<file path="src/rtl/hpd_pkg.sv">
package hpd_pkg;

    typedef enum logic [2:0] {
        HS_IDLE     = 3'd0,
        HS_QUAL_ON  = 3'd1,
        HS_SETTLE   = 3'd2,
        HS_ANNOUNCE = 3'd3,
        HS_LIVE     = 3'd4,
        HS_QUAL_OFF = 3'd5,
        HS_RELEASE  = 3'd6
    } hpd_state_e;

    typedef struct packed {
        logic linked;
        logic announce;
        logic release_req;
    } hpd_flags_t;

    function automatic int unsigned max3(input int unsigned a, input int unsigned b,
                                         input int unsigned c);
        int unsigned m;
        m = (a > b) ? a : b;
        return (m > c) ? m : c;
    endfunction

    function automatic hpd_flags_t decode_flags(input hpd_state_e s);
        hpd_flags_t f;
        f.linked      = (s == HS_ANNOUNCE) || (s == HS_LIVE) || (s == HS_QUAL_OFF);
        f.announce    = (s == HS_ANNOUNCE);
        f.release_req = (s == HS_RELEASE);
        return f;
    endfunction

endpackage

</file>
<file path="src/rtl/hpd_sync.sv">
module hpd_sync #(
    parameter int STAGES = 2
) (
    input  logic clk,
    input  logic rst,
    input  logic din,
    output logic dout
);
    logic [STAGES-1:0] chain_q;

    generate
        for (genvar i = 0; i < STAGES; i++) begin : g_stage
            if (i == 0) begin : g_first
                always_ff @(posedge clk) begin
                    if (rst) chain_q[0] <= 1'b0;
                    else     chain_q[0] <= din;
                end
            end else begin : g_next
                always_ff @(posedge clk) begin
                    if (rst) chain_q[i] <= 1'b0;
                    else     chain_q[i] <= chain_q[i-1];
                end
            end
        end
    endgenerate

    assign dout = chain_q[STAGES-1];
endmodule

</file>
<file path="src/rtl/hpd_tick_timer.sv">
module hpd_tick_timer #(
    parameter int CNT_W = 9
) (
    input  logic             clk,
    input  logic             rst,
    input  logic             clr,
    input  logic             tick,
    input  logic [CNT_W-1:0] limit,
    output logic             expire
);
    logic [CNT_W-1:0] cnt_q;
    logic             at_last;

    assign at_last = (cnt_q == limit - CNT_W'(1));
    assign expire  = tick && at_last;

    // Saturates on the last strobe so a long wait never wraps.
    always_ff @(posedge clk) begin
        if (rst || clr)          cnt_q <= '0;
        else if (tick && !at_last) cnt_q <= cnt_q + CNT_W'(1);
    end
endmodule

</file>
<file path="src/rtl/hpd_session_fsm.sv">
module hpd_session_fsm
    import hpd_pkg::*;
#(
    parameter int CNT_W       = 9,
    parameter int DEBOUNCE_MS = 100,
    parameter int SETTLE_MS   = 20,
    parameter int TEARDOWN_MS = 500
) (
    input  logic             clk,
    input  logic             rst,
    input  logic             present,
    input  logic             tick,
    input  logic             idle_ack,
    input  logic             expire,
    output logic             timer_clr,
    output logic [CNT_W-1:0] limit,
    output logic             connected,
    output logic             edid_req,
    output logic             stop_req,
    output logic             timeout_err
);
    hpd_state_e state_q, state_d;
    hpd_flags_t flags;
    logic       late_q;

    always_comb begin
        state_d = state_q;
        unique case (state_q)
            HS_IDLE:     if (present) state_d = HS_QUAL_ON;
            HS_QUAL_ON:  if (!present) state_d = HS_IDLE;
                         else if (expire) state_d = HS_SETTLE;
            HS_SETTLE:   if (!present) state_d = HS_IDLE;
                         else if (expire) state_d = HS_ANNOUNCE;
            HS_ANNOUNCE: state_d = HS_LIVE;
            HS_LIVE:     if (!present) state_d = HS_QUAL_OFF;
            HS_QUAL_OFF: if (present) state_d = HS_LIVE;
                         else if (expire) state_d = HS_RELEASE;
            HS_RELEASE:  if (idle_ack) state_d = HS_IDLE;
            default:     state_d = HS_IDLE;
        endcase
    end

    always_comb begin
        unique case (state_q)
            HS_SETTLE:  limit = CNT_W'(SETTLE_MS);
            HS_RELEASE: limit = CNT_W'(TEARDOWN_MS);
            default:    limit = CNT_W'(DEBOUNCE_MS);
        endcase
    end

    assign timer_clr = (state_d != state_q);

    always_ff @(posedge clk) begin
        if (rst) state_q <= HS_IDLE;
        else     state_q <= state_d;
    end

    always_ff @(posedge clk) begin
        if (rst || state_d != HS_RELEASE)          late_q <= 1'b0;
        else if (state_q == HS_RELEASE && expire)  late_q <= 1'b1;
    end

    assign flags       = decode_flags(state_q);
    assign connected   = flags.linked;
    assign edid_req    = flags.announce;
    assign stop_req    = flags.release_req;
    assign timeout_err = late_q;


    edid_single_cycle_chk: assert property (@(posedge clk) disable iff (rst)
        edid_req |=> !edid_req);

    link_stop_exclusive_chk: assert property (@(posedge clk) disable iff (rst)
        !(connected && stop_req));

    timeout_with_stop_chk: assert property (@(posedge clk) disable iff (rst)
        timeout_err |-> stop_req);

    link_rise_on_tick_chk: assert property (@(posedge clk) disable iff (rst)
        $rose(connected) |-> $past(tick));

    stop_rise_on_tick_chk: assert property (@(posedge clk) disable iff (rst)
        $rose(stop_req) |-> $past(tick));

    stray_ack_ignored_chk: assert property (@(posedge clk) disable iff (rst)
        (connected && present && idle_ack) |=> connected);
endmodule

</file>
<file path="src/rtl/hpd_session_ctrl.sv">
module hpd_session_ctrl
    import hpd_pkg::*;
#(
    parameter int DEBOUNCE_MS = 100,
    parameter int SETTLE_MS   = 20,
    parameter int TEARDOWN_MS = 500,
    parameter int SYNC_STAGES = 2
) (
    input  logic clk,
    input  logic rst,
    input  logic hpd_raw,
    input  logic tick_ms,
    input  logic session_idle,
    output logic connected,
    output logic edid_read_req,
    output logic session_stop_req,
    output logic timeout_err
);
    localparam int unsigned LONGEST = max3(DEBOUNCE_MS, SETTLE_MS, TEARDOWN_MS);
    localparam int CNT_W = $clog2(LONGEST + 1);

    logic             present;
    logic             expire;
    logic             timer_clr;
    logic [CNT_W-1:0] limit;

    hpd_sync #(.STAGES(SYNC_STAGES)) sync_i (
        .clk (clk),
        .rst (rst),
        .din (hpd_raw),
        .dout(present)
    );

    hpd_tick_timer #(.CNT_W(CNT_W)) timer_i (
        .clk   (clk),
        .rst   (rst),
        .clr   (timer_clr),
        .tick  (tick_ms),
        .limit (limit),
        .expire(expire)
    );

    hpd_session_fsm #(
        .CNT_W      (CNT_W),
        .DEBOUNCE_MS(DEBOUNCE_MS),
        .SETTLE_MS  (SETTLE_MS),
        .TEARDOWN_MS(TEARDOWN_MS)
    ) fsm_i (
        .clk        (clk),
        .rst        (rst),
        .present    (present),
        .tick       (tick_ms),
        .idle_ack   (session_idle),
        .expire     (expire),
        .timer_clr  (timer_clr),
        .limit      (limit),
        .connected  (connected),
        .edid_req   (edid_read_req),
        .stop_req   (session_stop_req),
        .timeout_err(timeout_err)
    );
endmodule

</file>
<file path="config.mk">
export PLATFORM = sky130hd
export DESIGN_NAME = hpd_session_ctrl
export DESIGN_NICKNAME = d
export VERILOG_FILES = /design/src/rtl/hpd_pkg.sv /design/src/rtl/hpd_sync.sv /design/src/rtl/hpd_tick_timer.sv /design/src/rtl/hpd_session_fsm.sv /design/src/rtl/hpd_session_ctrl.sv
export SDC_FILE = /design/constraint.sdc
export NUM_CORES = 1
export LEC_CHECK = 0
export BUFFER_PORTS_ARGS = -buffer_cell sky130_fd_sc_hd__buf_2
export CAP_MARGIN = 15
export CORE_MARGIN = 5
export CORE_UTILIZATION = 45
export CTS_CLUSTER_DIAMETER = 40
export DETAILED_ROUTE_END_ITERATION = 6
export PLACE_DENSITY = 0.72
export SYNTH_ARGS = -nofsm -noshare
export SYNTH_HDL_FRONTEND = slang
export SYNTH_SLANG_ARGS = --single-unit
</file>
<file path="constraint.sdc">
create_clock -name clk -period 2.2 [get_ports clk]
set_clock_uncertainty 0.05 [all_clocks]
set_input_delay 0.22 -clock clk [delete_from_list [all_inputs] [get_ports clk]]
set_output_delay 0.22 -clock clk [all_outputs]
set_load 0.05 [all_outputs]
</file>
Word-level counts from Yosys, hierarchy flattened
Cells that the tools add are included.

$add $sub $neg: 2. Equal/unequal tests: 9. Mux-type cells: 11. Reductions and logical operators: 9.

Operator list (count): $mux 3 (9); $pmux 3 s7 (1); $pmux 9 s2 (1); $add 9x1->9 const B (1); $eq 3x3->1 const B (3); $eq 9x9->1 (1); $sub 9x1->9 const B (1); $eq 3x2->1 const B (2); $logic_or 1x1->1 (4); $eq 3x1->1 const B (1); $logic_and 1x1->1 (3); $logic_not 3->1 (1); $ne 3x3->1 (1); $ne 3x3->1 const B (1); $logic_not 1->1 (1).

Bits in registers: 15. Input bits: 5. Output and inout port bits: 4. Logic and storage cells: 36.

Longest topological paths before layout
Gate-level depths: netlist (run 1).

Depth after elaboration: 10. Depth in mapped cells: 7. Mapped depth without buffers: 6.

By module
Synthesis (run 1) repeated with hierarchy kept, for this count alone.

Cells, all modules: 152. Area, all modules: 1227.4 sq um.

By module, submodules not included: hpd_tick_timer (times used 1, cells each 99, area each 828.3 sq um, seq. area each 180.2 sq um); hpd_session_fsm (times used 1, cells each 49, area each 346.6 sq um, seq. area each 80.1 sq um); hpd_sync (times used 1, cells each 4, area each 52.6 sq um, seq. area each 40.0 sq um).

Worst setup path after synthesis (run 1)
No wires, ideal clock.

Path type: flip-flop to flip-flop. Start point: register fsm_i.state_q[0]. End point: register fsm_i.state_q[0]. Library setup time: 70 ps. Data arrival time: 1716 ps. Required time: 2080 ps. Path slack: 364 ps. Stages on the path, launching flop included: 8. Path buffers: 1. Clock period less this slack: 1836 ps. Cell sequence: dfxtp_1 -> buf_4 -> nor3b_4 -> mux2i_1 -> nor4_4 -> nand2_2 -> or3_1 -> a21oi_1.

Longest elaborated chain between the ends: 8. Elaborated cells on any way between the ends: 21. Those cells by class: 1 x add/sub; 7 x eq/ne; 11 x mux; 2 x reduce/logical.

RTL lines: start: declaration (line hpd_session_fsm.sv:22) `hpd_state_e state_q, state_d;`; start signal: assignment (line hpd_session_fsm.sv:55) `else state_q <= state_d;`; $eq 3x3->1 / $eq 3x2->1 (equally long branches) (line hpd_session_fsm.sv:28, hpd_session_fsm.sv:44); $pmux 9 s2 (line hpd_session_fsm.sv:44) `unique case (state_q)`; $sub 9x1->9 (line hpd_tick_timer.sv:14) `assign at_last = (cnt_q == limit - CNT_W'(1));`; $eq 9x9->1 (line hpd_tick_timer.sv:14); $logic_and 1x1->1 (line hpd_tick_timer.sv:15) `assign expire = tick && at_last;`; $mux 3 (on tied branches) (line hpd_session_fsm.sv:37, hpd_session_fsm.sv:31, hpd_session_fsm.sv:33); $mux 3 (on tied branches) (line hpd_session_fsm.sv:36, hpd_session_fsm.sv:30, hpd_session_fsm.sv:32); $pmux 3 s7 * (line hpd_session_fsm.sv:28) `unique case (state_q)`.

Every way passes the cells marked *; elsewhere a longest branch is shown, timed or not. A chain may end at the register's enable or synchronous reset.

Worst setup path in the final report (run 1)
Start point: register fsm_i.state_q[0]. End point: register timer_i.cnt_q[2].

Longest elaborated chain between the ends: 10. Elaborated cells on any way between the ends: 25. Those cells by class: 1 x add/sub; 8 x eq/ne; 11 x mux; 5 x reduce/logical.

RTL lines: $eq 3x3->1 / $eq 3x2->1 (equally long branches) (line hpd_session_fsm.sv:28, hpd_session_fsm.sv:44); $pmux 9 s2 (line hpd_session_fsm.sv:44); $sub 9x1->9 (line hpd_tick_timer.sv:14); $eq 9x9->1 (line hpd_tick_timer.sv:14); $logic_and 1x1->1 (line hpd_tick_timer.sv:15); $mux 3 (on tied branches) (line hpd_session_fsm.sv:37, hpd_session_fsm.sv:31, hpd_session_fsm.sv:33); $mux 3 (on tied branches) (line hpd_session_fsm.sv:36, hpd_session_fsm.sv:30, hpd_session_fsm.sv:32); $pmux 3 s7 (line hpd_session_fsm.sv:28); $ne 3x3->1 (line hpd_session_fsm.sv:51) `assign timer_clr = (state_d != state_q);`; $logic_or 1x1->1 (line hpd_tick_timer.sv:19) `if (rst || clr) cnt_q <= '0;`; end signal: assignment (line hpd_tick_timer.sv:20) `else if (tick && !at_last) cnt_q <= cnt_q + CNT_W'(1);`; end: declaration (line hpd_tick_timer.sv:11) `logic [CNT_W-1:0] cnt_q;`.

Several ways; a longest one is shown, not always the timed one.

==> metrics.yaml, run 1 <==
synth_area_leader_cell: "dfxtp_1"
synthFlopType: "dfxtp_1"
portBuffers: 8
wl_per_cell_um: 12.9
detailed_place.area_um2: 898
ys_types: 35
grt_start_max_net_pins: 11
antenna_found_initial: 0
ys_async_sr_fraction_pct: 0
grt_pass1_vias: 627
netlist_top_cells_area: "dfxtp_1 36%, nor2_1 7.7%, xnor2_1 5.3%, xor2_1 4.2%, a21oi_1 3.6%"
finalSetupViolCount: 0
syn_nets: 103
cpMaxStageDelayCell: "dfxtp_1"
start_kind: "register"
cp.required_ns: 2.37
status: "completed"
path_clk_slew_ns: 0.08
dp_hpwl_um: 1290
dieWidth_um: 52.9
rsz0062_at_grt: "false"
gr-total-overflow: 0
routed_wl_um: 1760
via_per_inst: 5.34
leakagePower_nw: 0.380
nets: 118
hold_path.class: "primary input to register"
cap_violations: 0
drtIter0Drc: 18
dieHeight_um: 52.9
fmax_ghz: 0.493
syn_avg_cell_area_um2: 8.54
dp_worst_setup_slack_ns: 0.132
slowest_delay_ns: 0.47
path_cells: "nand3b_1, mux2i_2, nor4_4, buf_4, a221oi_1, o21ai_2, a21oi_1"
grt_pass1_wl_um: 2850
synth_area_um2: 828
dpl.cell_count: 130
ys_ff_latch: 15
cts_made_buffers: 3
syn_inst: 97
cts-root-buf: "clkbuf_4"
final_area_um2: 950
drive_above_1_share_pct: 24.3
yosysWarnings: 0
ys_top_cells_by_count: "17 x nor2_1, 15 x dfxtp_1, 7 x nand2_1, 6 x a21oi_1, 5 x xnor2_1"
hold_violations: 0
rows: 15
powerDensity_nw_per_um2: 493
cts_max_path_buffers: 2
setup_slack_ns: 0.171
vias: 726
slew_headroom_pct: 73.6
place_congestion: 0.878
fin_setup_tns_ns: 0
synth.most_common_cell: "nor2_1"
final_cells: 136
die_area_um2: 2800
arrival_ns: 2.20
hold_buffers: 0
first_pass_iters: 4
tightest_slew_ns: 0.392
worstSetupEndpointType: "register"
worstPathMaxFanout: 9
critPathKind: "register to register"
ir_drop_uv: 387
finalCriticalPeriod_ns: 2.03
drc_errors: 0
ant_nets: 0
core_area_um2: 1750
antenna_cells: 0
clkLatencyLatePin_ns: 0.28
start_util_pct: 47.5
slew_viol_final: 0
synth_top_area_share_pct: 36.3
period_share_pct: 92.2
ios: 9
cts_sinks: 15
ys_seq_area_share_pct: 36.3
synth_edf_count: 0
grt.total_usage_pct: 14.2
area_delta_synth_final_pct: 14.7
cts_tree: "built"
cts_max_level: 1
flip-flops by register name (all words and copies together), names as in the netlist:
register,flops
fsm_i.timeout_err,1
fsm_i.state_q,3
sync_i.chain_q,1
sync_i.dout,1
timer_i.cnt_q,9
worst max-delay path, delay by kind of cell (launching register included):
family                 cells  cell delay [ns]
buffers and inverters      1             0.15
flip-flops                 1             0.47
AND/OR/NAND/NOR            2             0.31
AO/OA/AOI/OAI              3             0.69
multiplexers               1             0.30
cell usage in the layout (no fill, tap or decap), types with 3 or more instances in the layout:
master / count
a21oi_1: 6
and2_1: 3
buf_2: 8
buf_4: 5
clkbuf_4: 3
dfxtp_1: 13
inv_1: 4
nand2_1: 7
nand4_1: 3
nor2_1: 17
nor2b_1: 3
o21ai_0: 3
xnor2_1: 5
xor2_1: 4
logic make-up after synthesis:
family                   synth area share, %
XOR/XNOR                                9.52
AO/OA/AOI/OAI                           14.2
AND/OR/NAND/NOR                         30.2
flip-flops                              36.3
multiplexers                            3.63
adder cells (fa/ha/maj)                 1.51
buffers and inverters                   4.68
area by class of cell:
cell class | count | area [um2]
tap | 25 | 31.3
fill | 171 | 796
clock buffer | 4 | 26.3
multi-input combinational | 75 | 497
inverter | 4 | 15.0
sequential | 15 | 303
timing repair buffer | 13 | 77.6
final timing paths:
kind,startpoint,end,slack [ns],cells past startpoint
min reg2reg,sync_i.chain_q[0]$_SDFF_PP0_,sync_i.dout$_SDFF_PP0_,0.40,1
min,hpd_raw,sync_i.chain_q[0]$_SDFF_PP0_,0.11,2
max reg2reg,fsm_i.state_q[0]$_SDFF_PP0_,timer_i.cnt_q[2]$_SDFFE_PP0P_,0.17,7
max,fsm_i.state_q[0]$_SDFF_PP0_,timer_i.cnt_q[2]$_SDFFE_PP0P_,0.17,7
routing by layer:
layer  track usage [%]  wire length, um  share of wire [%]
met1              19.4              847                 48
met4              11.1               52                3.0
met2              20.0              818                 47
met5                 0                0                  0
met3              1.69               40                2.3
repair_timing:
action,4_1_cts,5_1_grt
buffers inserted,0,2
setup endpoints to repair,0,10
resized for setup,0,4
hold endpoints to repair,0,0
power breakdown:
| group | switching, W | internal, W | total [W] |
|---|---|---|---|
| logic | 0.0000184 | 0.0000137 | 0.0000321 |
| registers | 0.00000566 | 0.000277 | 0.000283 |
| clock network | 0.0000831 | 0.0000705 | 0.000154 |
| total | 0.000107 | 0.000361 | 0.000468 |
metrics by stage:
stage               hold WS, ns  util (%)  power (W)
finish                    0.106      54.4   0.000468
global route              0.130      54.4   0.000493
CTS                       0.102      53.0   0.000476
detailed placement        0.395      51.5   0.000321
global placement          0.370      51.5   0.000319
floorplan                 0.239         -   0.000310
(Power assumes the default switching activity.)
==> inputs of run 2 (changes only) <==
--- a/config.mk
+++ b/config.mk
@@ -11,6 +11,7 @@
 export CORE_UTILIZATION = 45
 export CTS_CLUSTER_DIAMETER = 40
 export DETAILED_ROUTE_END_ITERATION = 6
+export GPL_TIMING_DRIVEN = 0
 export PLACE_DENSITY = 0.72
 export SYNTH_ARGS = -nofsm -noshare
 export SYNTH_HDL_FRONTEND = slang
==> metrics.yaml, run 2 (synthesized netlist as in run 1, its figures left out) <==
start_util_pct: 47.5
slew_viol_final: 0
cp.required_ns: 2.39
path_cells: "buf_6, nor3b_4, mux2i_1, nor4_4, nand2_2, or3_1, a21oi_1"
first_pass_iters: 5
area_delta_synth_final_pct: 12.5
cts_max_level: 1
cts_made_buffers: 3
critPathKind: "register to register"
clkLatencyLatePin_ns: 0.30
antenna_cells: 0
dp_worst_setup_slack_ns: 0.110
cts_tree: "built"
dpl.cell_count: 129
ios: 9
grt_pass1_vias: 546
dp_hpwl_um: 1120
finalCriticalPeriod_ns: 2.04
path_clk_slew_ns: 0.10
vias: 679
cts_max_path_buffers: 2
slew_headroom_pct: 69.5
grt_pass1_wl_um: 2490
via_per_inst: 5.11
rows: 15
final_cells: 133
worstSetupEndpointType: "register"
routed_wl_um: 1520
fin_util_pct: 53.4
setup_slack_ns: 0.161
cts-root-buf: "clkbuf_4"
fmax_ghz: 0.490
place_congestion: 0.805
critPathBufInv: 1
status: "completed"
largestRegisters: "timer_i.cnt_q (9), fsm_i.state_q (3)"
drtIter0Drc: 15
crit_family: "simple AND/OR/NAND/NOR gates"
dieHeight_um: 52.9
arrival_ns: 2.22
grt_start_max_net_pins: 11
worstPathMaxFanout: 9
finalSetupViolCount: 0
period_share_pct: 92.7
wl_per_cell_um: 11.4
ir_drop_uv: 430
portBuffers: 7
gr-total-overflow: 0
die_area_um2: 2800
cap_violations: 0
largest_register_ffs: 9
rrSetupSlack_ns: 0.16
cts_sinks: 15
fin_setup_tns_ns: 0
tightest_slew_ns: 0.454
antenna_found_initial: 0
drc_errors: 0
cpMaxStageDelayCell: "nor4_4"
regMostFlops: "timer_i.cnt_q"
hold_violations: 0
slowest_delay_ns: 0.49
ant_nets: 0
nets: 115
mostFrequentLayoutCells: "17 x nor2_1, 15 x dfxtp_1, 8 x buf_2"
dieWidth_um: 52.9
start_kind: "register"
hold_buffers: 0
rsz0062_at_grt: "false"
final_common_cell: "nor2_1"
drive_above_1_share_pct: 19.4
powerDensity_nw_per_um2: 520
grt.total_usage_pct: 12.9
hold_path.class: "primary input to register"
leakagePower_nw: 0.369
core_area_um2: 1750
run 2: cell count changes in the layout (fill, tap and decap cells not counted), sizes merged:
cell,change
buf,-3
clkbuf,-1
clkinvlp,+1
run 2: what timing repair did:
item,4_1_cts,5_1_grt
buffers inserted,0,0
resized for setup,0,1
endpoints found under the setup margin,0,10
run 2: area by class of cell:
type                            count  area (um2)
Fill cell                         164         813
Buffer                              3        23.8
Tap cell                           25        31.3
Timing Repair Buffer                7        35.0
Sequential cell                    15         300
Clock buffer                        3        22.5
Multi-Input combinational cell     75         497
Clock inverter                      1        7.51
Inverter                            4        15.0
run 2: power by group:
group / total, W / leakage, nW / internal [W] / switching, W
clock network: 0.000169 / 0.0139 / 0.0000693 / 0.0000997
registers: 0.000282 / 0.122 / 0.000277 / 0.00000488
logic: 0.0000333 / 0.233 / 0.0000145 / 0.0000188
run 2: path summary, 6_finish.rpt:
path                                startpoint                           end  cells past startpoint
setup / recovery   fsm_i.state_q[2]$_SDFF_PP0_   fsm_i.state_q[0]$_SDFF_PP0_                      7
setup reg to reg   fsm_i.state_q[2]$_SDFF_PP0_   fsm_i.state_q[0]$_SDFF_PP0_                      7
hold / removal                         hpd_raw  sync_i.chain_q[0]$_SDFF_PP0_                      2
hold reg to reg   sync_i.chain_q[0]$_SDFF_PP0_        sync_i.dout$_SDFF_PP0_                      1
run 2: metrics by stage:
| stage | power, W | area [um2] | hold WS, ns |
|---|---|---|---|
| after CTS | 0.000490 | 925 | 0.0829 |
| after global placement | 0.000318 | 895 | 0.371 |
| final | 0.000484 | 932 | 0.0907 |
| after floorplan | 0.000310 | 828 | 0.239 |
| after global routing | 0.000508 | 932 | 0.103 |
| after detailed placement | 0.000320 | 895 | 0.378 |
run 2: worst register-to-register path, cell delays in order, from the launching register on:
cell	delay [ns]
dfxtp_1	0.33
buf_6	0.14
nor3b_4	0.22
mux2i_1	0.14
nor4_4	0.49
nand2_2	0.12
or3_1	0.35
a21oi_1	0.14
run 2: metal layers:
| layer | GRT usage (%) | routed length (um) | vias to the layer above | share of wire, % |
|---|---|---|---|---|
| li1 | - | - | 356 | - |
| met1 | 16.9 | 733 | 304 | 48 |
| met2 | 17.4 | 677 | 15 | 44 |
| met3 | 5.92 | 83 | 4 | 5.5 |
| met4 | 6.38 | 28 | 0 | 1.8 |
| met5 | 0 | 0 | - | 0 |
==> inputs of run 3 (changes only) <==
==> constraint.sdc (replaced) <==
create_clock -name clk -period 1.9 [get_ports clk]
set_clock_uncertainty 0.05 [all_clocks]
set_input_delay 0.19 -clock clk [delete_from_list [all_inputs] [get_ports clk]]
set_output_delay 0.19 -clock clk [all_outputs]
set_load 0.05 [all_outputs]
==> metrics.yaml, run 3 (synthesized netlist as in run 1, its figures left out) <==
vias: 713
grt.total_usage_pct: 13.3
cts_max_path_buffers: 2
nets: 124
worstPathMaxFanout: 9
largest_register_ffs: 9
cts_sinks: 15
violations: "negative setup slack"
ant_nets: 0
whs_endpoint: "fsm_i.state_q[0]$_SDFF_PP0_"
finalSetupViolCount: 10
grt_pass1_vias: 563
dieHeight_um: 52.9
powerDensity_nw_per_um2: 553
clkLatencyLatePin_ns: 0.30
rows: 15
place_congestion: 0.805
fmax_ghz: 0.508
slew_viol_final: 0
portBuffers: 7
cts-root-buf: "clkbuf_4"
rr_endpoint: "timer_i.cnt_q[5]$_SDFFE_PP0P_"
ios: 9
min_from: "rst"
cpMaxStageDelayCell: "nor4_4"
drtIter0Drc: 30
crit_family: "simple AND/OR/NAND/NOR gates"
start_util_pct: 47.5
wl_per_cell_um: 12.5
largestRegisters: "timer_i.cnt_q (9), fsm_i.state_q (3)"
dpl.cell_count: 129
mostFrequentLayoutCells: "16 x nor2_1, 12 x dfxtp_1, 10 x buf_4"
die_area_um2: 2800
whs_path_depth: 2
path_cells: "nand3b_1, mux2i_2, nor4_4, a21oi_1, o21ai_2, buf_4, nor2_1"
status: "finished with violations"
cp.required_ns: 2.05
finalCriticalPeriod_ns: 1.97
dp_worst_setup_slack_ns: -0.190
ir_drop_uv: 469
start_kind: "register"
rsz0062_at_grt: "true"
core_area_um2: 1750
drc_errors: 0
hold_path.class: "primary input to register"
r2r_start: "fsm_i.state_q[2]$_SDFF_PP0_"
slew_headroom_pct: 71.2
dieWidth_um: 52.9
final_cells: 142
dp_hpwl_um: 1120
worstSetupEndpointType: "register"
area_delta_synth_final_pct: 22.5
rrSetupSlack_ns: -0.07
gr-total-overflow: 0
tightest_slew_ns: 0.428
period_share_pct: 104
crit_start: "fsm_i.state_q[2]$_SDFF_PP0_"
first_pass_iters: 4
hold_violations: 0
grt_start_max_net_pins: 11
setup_slack_ns: -0.0704
leakagePower_nw: 0.409
antenna_cells: 0
path_clk_slew_ns: 0.10
cts_max_level: 1
slowest_delay_ns: 0.45
antenna_found_initial: 0
cts_tree: "built"
cap_violations: 0
critPathBufInv: 1
routed_wl_um: 1780
grt_pass1_wl_um: 2580
critPathKind: "register to register"
drive_above_1_share_pct: 31.6
cts_made_buffers: 3
via_per_inst: 5.02
arrival_ns: 2.12
regMostFlops: "timer_i.cnt_q"
r2r_cells: 7
fin_hold_ws_ns: 0.0589
final_common_cell: "nor2_1"
[run 3: cell types whose count changed in the layout (fill, tap and decap cells not counted), sizes merged]
cell  previous run  this run
buf             10        19
[run 3: worst max path at each step]
stage / end / cells after the start
final: timer_i.cnt_q[5]$_SDFFE_PP0P_ / 7
after global routing: timer_i.cnt_q[0]$_SDFFE_PP0P_ / 7
after CTS: timer_i.cnt_q[0]$_SDFFE_PP0P_ / 8
after detailed placement: timer_i.cnt_q[5]$_SDFFE_PP0P_ / 7
after global placement: timer_i.cnt_q[7]$_SDFFE_PP0P_ / 6
after floorplan: fsm_i.state_q[0]$_SDFF_PP0_ / 7
[run 3: final cells by class]
type | count | area, um2
inverters | 4 | 15.0
clock buffers | 3 | 22.5
flip-flops and latches | 15 | 307
fillers | 152 | 731
plain buffers | 2 | 16.3
repair buffers | 17 | 110
clock inverters | 1 | 7.51
multi-input cells | 75 | 505
well taps | 25 | 31.3
[run 3: metrics by stage]
stage / total power (W) / cell area [um2] / util (%) / setup TNS [ns]
3_3_place_gp: 0.000369 / 895 / 51.3 / -1.75
5_1_grt: 0.000589 / 1010 / 58.1 / -1.52
6_report: 0.000562 / 1010 / 58.1 / -0.632
4_1_cts: 0.000571 / 965 / 55.3 / -0.0183
2_1_floorplan: 0.000359 / 828 / - / 0
3_5_place_dp: 0.000370 / 895 / 51.3 / -1.81
[run 3: timing repair]
| item | CTS | global route |
|---|---|---|
| buffers inserted | 6 | 5 |
| resized for setup | 7 | 3 |
| pin swaps | 9 | 4 |
| setup endpoints to repair | 12 | 12 |
| hold buffers | 0 | 0 |
[run 3: report_power, final]
part           switching [W]  total [W]  internal (W)
clock               0.000115   0.000196     0.0000803
sequential        0.00000597   0.000325      0.000319
combinational      0.0000215  0.0000403     0.0000188
[run 3: layer usage]
metal	GRT usage, %	share of wire, %
met5	0	0
met2	18.4	49
met1	17.4	44
met4	6.38	1.5
met3	5.92	4.6
